File: src/rtl/colour_adj_pkg.sv
// Package: shared widths, control-set type, address map and clamp helper
// for the colour adjustment stage. Assumes 8-bit samples and 8-bit factors.
package colour_adj_pkg;
    localparam int DATA_W    = 8;
    localparam int COEF_W    = 8;
    localparam int FRAC_BITS = 7;
    localparam int ADDR_W    = 2;
    localparam int CONTRAST_CAP = 192;
    localparam int UNITY        = 1 << FRAC_BITS;
    localparam int MIDPOINT     = 128;
    localparam int CODE_MIN     = 1;
    localparam int CODE_MAX     = 254;

    localparam logic [ADDR_W-1:0] A_CONTRAST = 2'd0;
    localparam logic [ADDR_W-1:0] A_BRIGHT   = 2'd1;
    localparam logic [ADDR_W-1:0] A_SAT_CB   = 2'd2;
    localparam logic [ADDR_W-1:0] A_SAT_CR   = 2'd3;

    typedef struct packed {
        logic [COEF_W-1:0] contrast;
        logic [COEF_W-1:0] bright;
        logic [COEF_W-1:0] sat_cb;
        logic [COEF_W-1:0] sat_cr;
    } adj_set_t;

    localparam adj_set_t ADJ_DEFAULT = '{
        contrast: COEF_W'(UNITY),
        bright:   '0,
        sat_cb:   COEF_W'(UNITY),
        sat_cr:   COEF_W'(UNITY)
    };

    // Saturate a signed intermediate value to the legal output code range.
    function automatic logic [DATA_W-1:0] clamp_code(input logic signed [15:0] v);
        if (v < 16'sd1)
            return DATA_W'(CODE_MIN);
        else if (v > 16'sd254)
            return DATA_W'(CODE_MAX);
        else
            return v[DATA_W-1:0];
    endfunction
endpackage

File: src/rtl/adj_regs.sv
// Control register bank: a shadow set loaded from the write port and a
// working set copied from it on a vsync falling edge (double buffering on)
// or every cycle (off). A write in the copy cycle is included in the copy.
module adj_regs
    import colour_adj_pkg::*;
(
    input  logic              clk,
    input  logic              rst_n,
    input  logic              wr_en,
    input  logic [ADDR_W-1:0] wr_addr,
    input  logic [COEF_W-1:0] wr_data,
    input  logic              dbuf_en,
    input  logic              vsync,
    output adj_set_t          act
);
    adj_set_t shadow_q;
    adj_set_t shadow_nx;
    logic     vsync_q;
    logic     vs_fall;
    logic [COEF_W-1:0] contrast_wr;

    // Contrast value after the 150 % cap.
    assign contrast_wr = (wr_data > COEF_W'(CONTRAST_CAP)) ? COEF_W'(CONTRAST_CAP) : wr_data;

    // Falling edge of vsync, seen against its value in the previous cycle.
    assign vs_fall = vsync_q && !vsync;

    // Shadow set with this cycle's write merged in.
    always_comb begin
        shadow_nx = shadow_q;
        if (wr_en) begin
            case (wr_addr)
                A_CONTRAST: shadow_nx.contrast = contrast_wr;
                A_BRIGHT:   shadow_nx.bright   = wr_data;
                A_SAT_CB:   shadow_nx.sat_cb   = wr_data;
                default:    shadow_nx.sat_cr   = wr_data;
            endcase
        end
    end

    // Shadow, working set and vsync history registers.
    always_ff @(posedge clk) begin
        if (!rst_n) begin
            shadow_q <= ADJ_DEFAULT;
            act      <= ADJ_DEFAULT;
            vsync_q  <= 1'b0;
        end else begin
            shadow_q <= shadow_nx;
            vsync_q  <= vsync;
            if (!dbuf_en || vs_fall)
                act <= shadow_nx;
        end
    end

    AST_CONTRAST_CAP: assert property (@(posedge clk) disable iff (!rst_n)
        act.contrast <= COEF_W'(CONTRAST_CAP));
    AST_HOLD_UNTIL_FALL: assert property (@(posedge clk) disable iff (!rst_n)
        (dbuf_en && !(vsync_q && !vsync)) |=> $stable(act));
    AST_IMMEDIATE_BRIGHT: assert property (@(posedge clk) disable iff (!rst_n)
        (!dbuf_en && wr_en && wr_addr == A_BRIGHT) |=> act.bright == $past(wr_data));
    AST_FALL_INCLUDES_WRITE: assert property (@(posedge clk) disable iff (!rst_n)
        (dbuf_en && vsync_q && !vsync && wr_en && wr_addr == A_SAT_CB) |=> act.sat_cb == $past(wr_data));
endmodule

File: src/rtl/luma_adj.sv
// Luma path: stage 1 scales by contrast with rounding and captures the
// brightness used for the same sample; stage 2 adds brightness and clamps.
module luma_adj
    import colour_adj_pkg::*;
(
    input  logic              clk,
    input  logic              rst_n,
    input  logic [DATA_W-1:0] y_in,
    input  logic [COEF_W-1:0] contrast,
    input  logic [COEF_W-1:0] bright,
    output logic [DATA_W-1:0] y_out
);
    localparam int PW = DATA_W + COEF_W;
    localparam int SW = PW - FRAC_BITS;
    localparam int TW = SW + 2;

    logic [PW-1:0]     prod;
    logic [PW-1:0]     rounded;
    logic [SW-1:0]     scaled_q;
    logic [COEF_W-1:0] bright_q;
    logic signed [TW-1:0] sum;

    // Contrast product with half-LSB rounding.
    assign prod    = PW'(y_in) * PW'(contrast);
    assign rounded = (prod + PW'(UNITY / 2)) >> FRAC_BITS;

    // Stage 1 register: scaled luma and its brightness.
    always_ff @(posedge clk) begin
        if (!rst_n) begin
            scaled_q <= '0;
            bright_q <= '0;
        end else begin
            scaled_q <= rounded[SW-1:0];
            bright_q <= bright;
        end
    end

    // Brightness offset added as a signed value.
    assign sum = $signed({2'b00, scaled_q}) + TW'($signed(bright_q));

    // Stage 2 register: clamped luma.
    always_ff @(posedge clk) begin
        if (!rst_n)
            y_out <= '0;
        else
            y_out <= clamp_code(16'(sum));
    end
endmodule

File: src/rtl/chroma_adj.sv
// One colour-difference path: stage 1 scales (X-128) by the saturation
// factor with rounding toward minus infinity; stage 2 re-centres and clamps.
module chroma_adj
    import colour_adj_pkg::*;
(
    input  logic              clk,
    input  logic              rst_n,
    input  logic [DATA_W-1:0] x_in,
    input  logic [COEF_W-1:0] sat,
    output logic [DATA_W-1:0] x_out
);
    localparam int DW1 = DATA_W + 1;
    localparam int PW  = DW1 + COEF_W + 1;
    localparam int RW  = PW - FRAC_BITS;
    localparam logic signed [DW1-1:0] MID_S = DW1'(MIDPOINT);

    logic signed [DW1-1:0] diff;
    logic signed [PW-1:0]  prod;
    logic signed [PW-1:0]  rnd_full;
    logic signed [RW-1:0]  rnd_q;
    logic signed [RW:0]    sum;

    // Signed offset from the midpoint, scaled and rounded.
    assign diff     = $signed({1'b0, x_in}) - MID_S;
    assign prod     = PW'(diff) * $signed({{(PW-COEF_W){1'b0}}, sat});
    assign rnd_full = (prod + PW'(UNITY / 2)) >>> FRAC_BITS;

    // Stage 1 register: scaled difference.
    always_ff @(posedge clk) begin
        if (!rst_n)
            rnd_q <= '0;
        else
            rnd_q <= $signed(rnd_full[RW-1:0]);
    end

    assign sum = (RW+1)'(rnd_q) + (RW+1)'(MIDPOINT);

    // Stage 2 register: re-centred, clamped component.
    always_ff @(posedge clk) begin
        if (!rst_n)
            x_out <= '0;
        else
            x_out <= clamp_code(16'(sum));
    end
endmodule

File: src/rtl/colour_adjust_top.sv
// Top: control bank, luma path, two chroma paths built by generate, and the
// matching two-cycle valid pipeline. Assumes samples arrive demultiplexed.
module colour_adjust_top
    import colour_adj_pkg::*;
(
    input  logic              clk,
    input  logic              rst_n,
    input  logic              wr_en,
    input  logic [1:0]        wr_addr,
    input  logic [7:0]        wr_data,
    input  logic              dbuf_en,
    input  logic              vsync,
    input  logic              in_valid,
    input  logic [7:0]        in_y,
    input  logic [7:0]        in_cb,
    input  logic [7:0]        in_cr,
    output logic              out_valid,
    output logic [7:0]        out_y,
    output logic [7:0]        out_cb,
    output logic [7:0]        out_cr
);
    localparam int NCHROMA = 2;
    localparam int LAT     = 2;

    adj_set_t act;
    logic [LAT-1:0]     vld_pipe;
    logic [1:0]         warm_q;
    logic [DATA_W-1:0]  c_in  [NCHROMA];
    logic [DATA_W-1:0]  c_out [NCHROMA];
    logic [COEF_W-1:0]  c_sat [NCHROMA];

    adj_regs u_regs (
        .clk(clk), .rst_n(rst_n), .wr_en(wr_en), .wr_addr(wr_addr),
        .wr_data(wr_data), .dbuf_en(dbuf_en), .vsync(vsync), .act(act)
    );

    luma_adj u_luma (
        .clk(clk), .rst_n(rst_n), .y_in(in_y), .contrast(act.contrast),
        .bright(act.bright), .y_out(out_y)
    );

    assign c_in[0]  = in_cb;
    assign c_in[1]  = in_cr;
    assign c_sat[0] = act.sat_cb;
    assign c_sat[1] = act.sat_cr;

    for (genvar g = 0; g < NCHROMA; g++) begin : g_chroma
        chroma_adj u_chroma (
            .clk(clk), .rst_n(rst_n), .x_in(c_in[g]), .sat(c_sat[g]),
            .x_out(c_out[g])
        );
    end

    assign out_cb = c_out[0];
    assign out_cr = c_out[1];

    // Valid strobe delayed to match the datapath.
    always_ff @(posedge clk) begin
        if (!rst_n)
            vld_pipe <= '0;
        else
            vld_pipe <= {vld_pipe[LAT-2:0], in_valid};
    end
    assign out_valid = vld_pipe[LAT-1];

    // Cycles since reset, saturating, for history-based checks.
    always_ff @(posedge clk) begin
        if (!rst_n)
            warm_q <= '0;
        else if (warm_q != 2'd2)
            warm_q <= warm_q + 2'd1;
    end

    AST_VALID_LATENCY: assert property (@(posedge clk) disable iff (!rst_n)
        (warm_q == 2'd2) |-> out_valid == $past(in_valid, 2));
    AST_LUMA_RANGE: assert property (@(posedge clk) disable iff (!rst_n)
        out_valid |-> (out_y >= 8'd1 && out_y <= 8'd254));
    AST_CHROMA_RANGE: assert property (@(posedge clk) disable iff (!rst_n)
        out_valid |-> (out_cb >= 8'd1 && out_cb <= 8'd254 && out_cr >= 8'd1 && out_cr <= 8'd254));
endmodule

File: config.mk
export PLATFORM = sky130hd
export DESIGN_NAME = colour_adjust_top
export DESIGN_NICKNAME = d
export VERILOG_FILES = /design/src/rtl/colour_adj_pkg.sv /design/src/rtl/adj_regs.sv /design/src/rtl/luma_adj.sv /design/src/rtl/chroma_adj.sv /design/src/rtl/colour_adjust_top.sv
export SDC_FILE = /design/constraint.sdc
export NUM_CORES = 1
export LEC_CHECK = 0
export BUFFER_PORTS_ARGS = -buffer_cell sky130_fd_sc_hd__clkbuf_2
export CORE_MARGIN = 2
export CORE_UTILIZATION = 55
export DETAILED_ROUTE_END_ITERATION = 6
export PLACE_DENSITY = 0.7
export SLEW_MARGIN = 20
export SYNTH_ARGS = -nofsm -noshare
export SYNTH_HDL_FRONTEND = slang
export SYNTH_SLANG_ARGS = --single-unit
File: constraint.sdc
create_clock -name clk -period 7 [get_ports clk]
set_input_delay 0.7 -clock clk [delete_from_list [all_inputs] [get_ports clk]]
set_output_delay 0.7 -clock clk [all_outputs]
set_load 0.05 [all_outputs]
=== After elaboration in Yosys (flattened, before gate mapping) ===
Index checks and enable logic that the tools add are counted.

* Register bits: 130
* Output and inout bits: 25
* Word-level logic and storage cells: 62

* $add $sub $neg: 8
* Multipliers: 3
* $lt $le $gt $ge: 7
* Eq/ne operators: 2
* Muxes and demuxes: 12
* Bitwise logic cells: 1
* Reductions and logical operators: 9

{| class="wikitable"
|+ Operators by type and width
! cell !! count
|-
| $mux 8 || 8
|-
| $add 18x8->18 const B || 2
|-
| $mul 9x9->18 || 2
|-
| $mux 32 || 1
|-
| $add 11x9->12 const B || 2
|-
| $gt 12x9->1 const B || 2
|-
| $lt 12x2->1 const B || 2
|-
| $sub 8x8->9 const B || 2
|-
| $add 16x7->16 const B || 1
|-
| $mul 8x8->16 || 1
|-
| $add 10x8->11 || 1
|-
| $gt 11x9->1 const B || 1
|-
| $lt 11x2->1 const B || 1
|-
| $gt 8x8->1 const B || 1
|-
| $reduce_or 2->1 || 3
|-
| $mux 1 || 3
|-
| $reduce_or 3->1 || 1
|-
| $eq 2x1->1 const B || 1
|-
| $eq 2x2->1 const B || 1
|-
| $logic_not 1->1 || 2
|-
| $logic_not 2->1 || 1
|-
| $logic_and 1x1->1 || 1
|-
| $logic_or 1x1->1 || 1
|-
| $not 1->1 || 1
|}

=== Longest topological paths before layout ===
Gate-level depths: netlist (run 1).

* Depth after elaboration: 4
* Gate-level depth with buffers: 18
* Gate-level depth less buffers: 18

=== By module ===
From an unflattened synthesis (run 1), not the netlist that was laid out.

* Cells, all modules: 1,320
* Area total of the unflattened synthesis: 12,255.5 um^2

{| class="wikitable"
|+ By module, submodules not included
! module !! instances !! cells each !! area an instance (um^2) !! seq. area each (um^2)
|-
| chroma_adj (g_chroma[0].u_chroma) || 1 || 365 || 3,296.9 || 380.4
|-
| chroma_adj (g_chroma[1].u_chroma) || 1 || 357 || 3,263.1 || 380.4
|-
| luma_adj || 1 || 361 || 3,240.6 || 500.5
|-
| adj_regs || 1 || 233 || 2,402.3 || 1,301.2
|-
| colour_adjust_top || 1 || 4 || 52.6 || 40.0
|}

=== Least setup slack after synthesis (run 1) ===
Ideal clock, no wire load.

* Kind: input-to-reg
* From: in in_cb[7]
* To: reg g_chroma[0].u_chroma.rnd_q[9]
* Library setup time: 0.115 ns
* Arrival time: 5.175 ns
* Data required time: 6.885 ns
* Path slack: 1.710 ns
* Cell stages on the path: 17
* Path buffers: 0
* Cell sequence: nand2b_1 inv_1 fa_1 inv_1 fa_1 inv_1 fa_1 fa_1 ha_1 ha_1 a21o_1 a211oi_1 a211oi_4 a221oi_2 o21bai_2 xor2_1 and2_1

* Longest elaborated chain between the ends: 3

{| class="wikitable"
|+ RTL lines
! what !! line !! RTL
|-
| start: declaration || colour_adjust_top.sv:15 || <nowiki>input logic [7:0] in_cb,</nowiki>
|-
| $sub 8x8->9 || chroma_adj.sv:24 || <nowiki>assign diff = $signed({1'b0, x_in}) - MID_S;</nowiki>
|-
| $mul 9x9->18 || chroma_adj.sv:25 || <nowiki>assign prod = PW'(diff) * $signed({{(PW-COEF_W){1'b0}}, sat});</nowiki>
|-
| $add 18x8->18 || chroma_adj.sv:26 || <nowiki>assign rnd_full = (prod + PW'(UNITY / 2)) >>> FRAC_BITS;</nowiki>
|-
| end signal: assignment || chroma_adj.sv:33 || <nowiki>rnd_q <= $signed(rnd_full[RW-1:0]);</nowiki>
|-
| end: declaration || chroma_adj.sv:20 || <nowiki>logic signed [RW-1:0] rnd_q;</nowiki>
|}

No other way between the ends.
A chain may end at the register's enable or synchronous reset.

=== Worst setup path after layout (run 1) ===
* From: reg u_regs.act[9] (netlist name)
* To: reg g_chroma[0].u_chroma.rnd_q[9]

* Longest elaborated chain between the ends: 2

{| class="wikitable"
|+ RTL lines
! what !! line
|-
| $mul 9x9->18 || chroma_adj.sv:25
|-
| $add 18x8->18 || chroma_adj.sv:26
|}

No other way between the ends.

==> flow_metrics.tcl, run 1 <==
set metrics [dict create \
    status "completed" \
    synthTopCellsByCount "inv_1 (208), fa_1 (149), nand2_1 (142)" \
    grt_pass1_vias 8357 \
    fin_hold_ws_ps 432 \
    synthTopCellsByArea "fa_1 (25%), dfxtp_1 (22%), ha_1 (13%), and2_1 (6.6%), inv_1 (6.6%)" \
    yosysWarnings 0 \
    crit_family "adder cells" \
    synth_nets 1581 \
    fin_skew_ps 6.46 \
    cts_root_buffer "clkbuf_16" \
    clkSlewWorstSetupHoldPaths_ps 60 \
    fin_crit_ps 5270 \
    grt_antenna_before_repair 0 \
    cp-end-kind "flop" \
    slowest_stage "fa_1" \
    synth_area_um2 11900 \
    synthCells 1265 \
    syn_avg_cell_area_um2 9.41 \
    rsz0062_at_grt "no" \
    muxShareOfSynthArea 0.0244 \
    path_buf_inv 2 \
    setup-tns-final_ps 0 \
    cts_buffers 17 \
    synth_top_family_by_area "adder cells" \
    cts_hold_buf 0 \
    r2r_end "g_chroma[0].u_chroma.rnd_q[9]" \
    syn_to_final_growth_pct 10.0 \
    io_pins 65 \
    crit_top_cell "fa_1" \
    place_hpwl_mm 18.0 \
    vias 8306 \
    synthAdderAreaFrac 0.384 \
    clock_path_buffers 2 \
    antenna_cells 0 \
    synth-xor-area-share 0.0302 \
    setup_violations 0 \
    synth-simple-area-share 0.179 \
    drt_first_pass_iters 5 \
    hold_depth 1 \
    hold_viol 0 \
    cts_tree "built" \
    synth_compound_area_frac 0.0878 \
    synth_top_area_share 0.251 \
    gr-total-overflow 0 \
    slowest_delay_ps 540 \
    crit_required_ps 7310 \
    vias_per_cell 5.17 \
    post-synth-top-area-cell "fa_1" \
    ys_async_sr_fraction 0 \
    post-cts-setup-buffers 0 \
    r2r_start "u_regs.act[9]" \
    drt_iter0_markers 283 \
    rows 53 \
    worstMarginPinSlew_ps 971 \
    holdCritStartpoint "vld_pipe[0]" \
    insertion_delay_ps 420 \
    worstPathCellList "nor2b_1 -> fa_1 -> inv_1 -> fa_1 -> inv_1 -> fa_1 -> fa_1 -> ha_1 -> ha_1 -> a21o_1 -> a211oi_1 -> a211oi_4 -> a221oi_2 -> o21bai_2 -> xor2_1 -> and2_1" \
    drive_above_1_share 0.0803 \
    cts_resized 0 \
    grt_pass1_wl_mm 38.8 \
    rrSetupSlack_ps 1730 \
    finalNetCount 1636 \
    maxSlewHeadroom 0.352 \
    die_y_um 151 \
    gp_congestion 0.828 \
    cts_sinks 130 \
    crit_fanout 8 \
    seq_area_frac_synth 0.219 \
    hold-path-endpoint "vld_pipe[1]" \
    power.leakage_nw 6.91 \
    powerDensity_nw_per_um2 275 \
    fmax_mhz 190 \
    synth_ff_type "dfxtp_1" \
    critical_path_arrival_ps 5580 \
    hp-class "flop to flop" \
    final.period_utilization 0.753 \
    ys_ff_latch 130 \
    track_usage 0.212 \
    wl_mm 22.4 \
    ant_nets 0 \
    drv_slew 0 \
    die-area_um2 22800 \
    vdd_ir_drop_max_mv 0.172 \
    drv_cap 0 \
    yosysMostFrequentCell "inv_1" \
    route.detailed.drc 0 \
    synth_cell_types 58 \
    synth-edff-count 0 \
    die_w_um 151 \
    core_um2 21200 \
    crit_path_start_kind "flop" \
    io_buffers 64 \
    cts_max_level 4 \
    initial_core_util 0.563 \
    r2r_cells 16 \
    criticalPathCategory "flop to flop" \
    grt_start_max_net_pins 116 \
    wire_per_inst_um 14.0 \
]
state kept, by name, indices dropped and copies added (netlist names):
signal and count:
g_chroma.u_chroma.rnd_q 22, g_chroma.u_chroma.x_out 16, u_luma.bright_q 8, u_luma.y_out 8, u_regs.vsync_q 1, vld_pipe 2, u_regs.shadow_q 32, u_luma.scaled_q 9
u_regs.act 32
metrics by stage:
| step | util | worst slack (ps) | instances | area (µm²) | total power (W) |
|---|---|---|---|---|---|
| 2_1_floorplan | - | 1710 | 1265 | 11900 | 0.00236 |
| 4_1_cts | 0.619 | 1690 | 1607 | 13100 | 0.00365 |
| 3_5_place_dp | 0.590 | 1270 | 1576 | 12500 | 0.00272 |
| 5_1_grt | 0.619 | 1420 | 1607 | 13100 | 0.00391 |
| 6_report | 0.619 | 1730 | 1607 | 13100 | 0.00360 |
| 3_3_place_gp | 0.590 | 1400 | 1576 | 12500 | 0.00269 |
report_power, final:
part	total (W)	switching, W	internal, W
logic	0.00171	0.00101	0.000697
registers	0.000989	0.0000961	0.000892
clock network	0.000901	0.000322	0.000579
placed cells by master, fill, tap and decap left out, types with 3 or more instances in the layout:
cell,netlist,routed
o21a_1,3,3
nor2b_1,47,47
nand3_1,7,7
dfxtp_1,130,130
and3_1,6,6
o211a_1,30,30
xnor2_1,29,29
buf_4,0,3
ha_1,127,127
nor2_1,37,37
nand3b_1,4,4
a21oi_1,36,36
clkinv_4,0,3
nor3_1,6,6
or3_1,3,3
o21ai_0,10,10
clkbuf_2,0,63
xor2_1,12,12
nand2b_1,15,15
a21o_1,11,11
inv_1,208,208
a31oi_1,8,8
nand2_1,142,142
clkbuf_16,0,17
bufinv_16,0,3
and2_1,126,126
o21bai_1,5,5
o21ai_1,8,7
mux2i_1,29,29
fa_1,149,149
or4_1,3,3
nand4_1,5,5
logic make-up (layout without fill, tap and decap cells):
| group | after synthesis | after routing |
|---|---|---|
| xor gates and xnor gates | 41 | 41 |
| muxes | 29 | 29 |
| buffers and inverters | 239 | 306 |
| and+or+nand+nor | 411 | 411 |
| AOI/OAI and AO/OA | 139 | 139 |
| adders and majority gates | 276 | 276 |
| DFF | 130 | 130 |
layer usage:
layer	routed length, µm	vias to the layer above	track usage	share of wire
met2	11000	88	0.367	0.49
met3	564	17	0.0307	0.025
met5	0	-	0	0
li1	-	4122	-	-
met1	10600	4079	0.282	0.47
met4	211	0	0.0523	0.0094
worst register-to-register path, cell delays in order (launching register included):
cell and delay (ps):
dfxtp_1 510, nor2b_1 320, fa_1 540, inv_1 210, fa_1 420, inv_1 80, fa_1 430, fa_1 480
ha_1 310, ha_1 370, a21o_1 200, a211oi_1 390, a211oi_4 110, a221oi_2 420, o21bai_2 90, xor2_1 140
and2_1 150
worst max-delay path by stage:
stage	start	end	depth (start not counted)
after floorplan	in_cb[7]	g_chroma[0].u_chroma.rnd_q[9]	17
after global placement	in_cb[7]	g_chroma[0].u_chroma.rnd_q[9]	18
after detailed placement	in_cb[7]	g_chroma[0].u_chroma.rnd_q[9]	18
after CTS	u_regs.act[9]	g_chroma[0].u_chroma.rnd_q[9]	16
after global routing	u_regs.act[9]	g_chroma[0].u_chroma.rnd_q[9]	16
final	u_regs.act[9]	g_chroma[0].u_chroma.rnd_q[9]	16
layout make-up:
cell class,count,area (µm²)
timing repair buffer,67,343
inverter,208,781
clock inverter,11,154
sequential,130,2600
clock buffer,20,457
multi-input combinational,896,8410
fill,1859,8060
tap,275,344
Power figures use the tool's default switching activity.
==> inputs of run 2 (changes only) <==
--- a/config.mk
+++ b/config.mk
@@ -5,6 +5,7 @@
 export SDC_FILE = /design/constraint.sdc
 export NUM_CORES = 1
 export LEC_CHECK = 0
+export ABC_AREA = 1
 export BUFFER_PORTS_ARGS = -buffer_cell sky130_fd_sc_hd__clkbuf_2
 export CORE_MARGIN = 2
 export CORE_UTILIZATION = 55
==> constraint.sdc (replaced) <==
create_clock -name clk -period 5.3 [get_ports clk]
set_input_delay 0.53 -clock clk [delete_from_list [all_inputs] [get_ports clk]]
set_output_delay 0.53 -clock clk [all_outputs]
set_load 0.05 [all_outputs]
==> run 2 against run 1 <==
  * Fmax grew 9.3%
  * Clock-buffer cell count shrank 3
  * Routed wire length grew 18%
  * Design area grew 5.0%
  * Hold slack lost 140 ps
  * Synthesized cell count grew 34%
  * Critical path type unchanged
==> flow_metrics.tcl, run 2 <==
set metrics [dict create \
    yosysWarnings 0 \
    nFillCells 2073 \
    synth_nets 2007 \
    clkSlewWorstSetupHoldPaths_ps 60 \
    grt_antenna_before_repair 0 \
    die_y_um 156 \
    vias_per_cell 5.08 \
    cts_max_level 4 \
    vdd_ir_drop_max_mv 0.318 \
    placed_cell_area_um2 13200 \
    r2r_cells 16 \
    setup-tns-final_ps 0 \
    final_cell_mix "inv_1 (408), nand2_1 (367), fa_1 (149), dfxtp_1 (129), ha_1 (127)" \
    synthTopCellsByArea "fa_1 (23%), dfxtp_1 (20%), ha_1 (12%), inv_1 (12%), nand2_1 (11%)" \
    reg.largest.list "u_regs.act (32), u_regs.shadow_q (32), g_chroma.u_chroma.rnd_q (22)" \
    place_hpwl_mm 21.2 \
    holdCritStartpoint "in_valid" \
    drv_slew 0 \
    vias 10217 \
    gp_congestion 0.902 \
    syn_avg_cell_area_um2 7.52 \
    fin_skew_ps 15.2 \
    grt_pass1_vias 10285 \
    layout_commonest_cell "inv_1" \
    post-synth-top-area-cell "fa_1" \
    synthTopCellsByCount "inv_1 (408), nand2_1 (368), fa_1 (149)" \
    fin_hold_ws_ps 287 \
    criticalPathCategory "flop to flop" \
    io_pins 65 \
    synth_cell_types 39 \
    io_buffers 64 \
    finalNetCount 2030 \
    drv_cap 0 \
    rrSetupSlack_ps 480 \
    wire_per_inst_um 13.2 \
    yosysMostFrequentCell "inv_1" \
    power.leakage_nw 8.07 \
    cp-end-kind "flop" \
    post-cts-setup-buffers 0 \
    track_usage 0.236 \
    hp-class "input port to flop" \
    hold-path-endpoint "vld_pipe[0]" \
    drt_iter0_markers 620 \
    clock_path_buffers 2 \
    ant_nets 0 \
    synth-edff-count 0 \
    seq_area_um2 2600 \
    hold_depth 3 \
    route.detailed.drc 0 \
    grt_start_max_net_pins 77 \
    final_area_um2 13700 \
    worstMarginPinSlew_ps 1020 \
    fin_crit_ps 4820 \
    hold_viol 0 \
    multi_input_area_um2 8320 \
    cts_root_buffer "clkbuf_16" \
    grt_pass1_wl_mm 46.5 \
    drive_above_1_share 0.0724 \
    cts_hold_buf 0 \
    synthCells 1691 \
    drt_first_pass_iters 5 \
    crit_path_start_kind "flop" \
    core_um2 22600 \
    synth_area_um2 12700 \
    cts_tree "built" \
    ys_ff_latch 130 \
    die_w_um 156 \
    r2r_end "g_chroma[0].u_chroma.rnd_q[7]" \
    fmax_mhz 207 \
    syn_to_final_growth_pct 8.03 \
    seq_area_frac_synth 0.205 \
    status "completed" \
    rsz0062_at_grt "no" \
    gr-total-overflow 0 \
    synth_ff_type "dfxtp_1" \
    crit_required_ps 5620 \
    final.period_utilization 0.910 \
    powerDensity_nw_per_um2 358 \
    ys_async_sr_fraction 0 \
    setup_violations 0 \
    antenna_cells 0 \
    cts_buffers 17 \
    maxSlewHeadroom 0.315 \
    insertion_delay_ps 430 \
    rows 55 \
    initial_core_util 0.562 \
    r2r_start "u_regs.act[9]" \
    cts_sinks 130 \
    die-area_um2 24400 \
    synth_top_area_share 0.235 \
    critical_path_arrival_ps 5140 \
    wl_mm 26.4 \
    crit_fanout 9 \
]
-- run 2: timing repair --
action / 4_1_cts / 5_1_grt
setup endpoints to repair: 0 / 1
gates resized for setup: 0 / 1
hold endpoints to repair: 0 / 0
-- run 2: kinds of logic (layout without fill, tap and decap cells) --
group,Yosys count,count (layout),synth area share
multiplexers,11,11,0.00866
flip-flops,130,130,0.205
AO/OA/AOI/OAI,198,198,0.0891
buffers and inverters,478,513,0.142
XOR/XNOR,12,12,0.00826
adder cells (fa/ha/maj),276,276,0.359
AND/OR/NAND/NOR,586,586,0.188
-- run 2: how the worst max path moves through the flow --
stage | start | end | slack, ps
after floorplan | in_cr[7] | g_chroma[1].u_chroma.rnd_q[10] | 680
after global placement | in_cr[7] | g_chroma[1].u_chroma.rnd_q[10] | 340
after detailed placement | in_cr[7] | g_chroma[1].u_chroma.rnd_q[10] | 240
after CTS | u_regs.act[1] | g_chroma[1].u_chroma.rnd_q[10] | 400
after global routing | u_regs.act[9] | g_chroma[0].u_chroma.rnd_q[9] | 110
final | u_regs.act[9] | g_chroma[0].u_chroma.rnd_q[7] | 480
-- run 2: routing by layer --
layer,global-route usage,vias up,wire [µm]
met1,0.297,4819,11900
met3,0.0386,21,1200
met2,0.425,210,13100
li1,-,5167,-
met4,0.0533,0,287
met5,0,-,0
-- run 2: critical path, stage by stage (launching register included) --
cell,delay (ps)
dfxtp_1,520
inv_1,90
nor2_1,250
fa_1,550
inv_1,220
fa_1,550
fa_1,570
inv_1,50
fa_1,470
ha_1,300
ha_1,360
a21oi_1,260
o21ai_0,130
a21oi_1,170
nand3_1,90
nand2_1,60
nor2_1,50
-- run 2: stage by stage --
step | std cells | setup slack, ps | utilization | total power (W)
floorplan | 1691 | 685 | - | 0.00326
global placement | 1980 | 342 | 0.582 | 0.00375
detailed placement | 1980 | 244 | 0.582 | 0.00379
CTS | 2011 | 398 | 0.607 | 0.00495
global route | 2011 | 106 | 0.607 | 0.00538
finish | 2011 | 478 | 0.607 | 0.00491
-- run 2: layout make-up --
| type | instances | area share |
|---|---|---|
| Multi-Input combinational cell | 1083 | 0.605 |
| Sequential cell | 130 | 0.189 |
| Inverter | 413 | 0.113 |
| Clock buffer | 17 | 0.0310 |
| Timing Repair Buffer | 69 | 0.0260 |
| Tap cell | 285 | 0.0260 |
| Clock inverter | 14 | 0.00956 |
-- run 2: power breakdown --
part / internal [W] / leakage, nW / switching, W
sequential: 0.00118 / 1.07 / 0.000125
combinational: 0.000851 / 6.73 / 0.00164
clock: 0.000649 / 0.268 / 0.000473
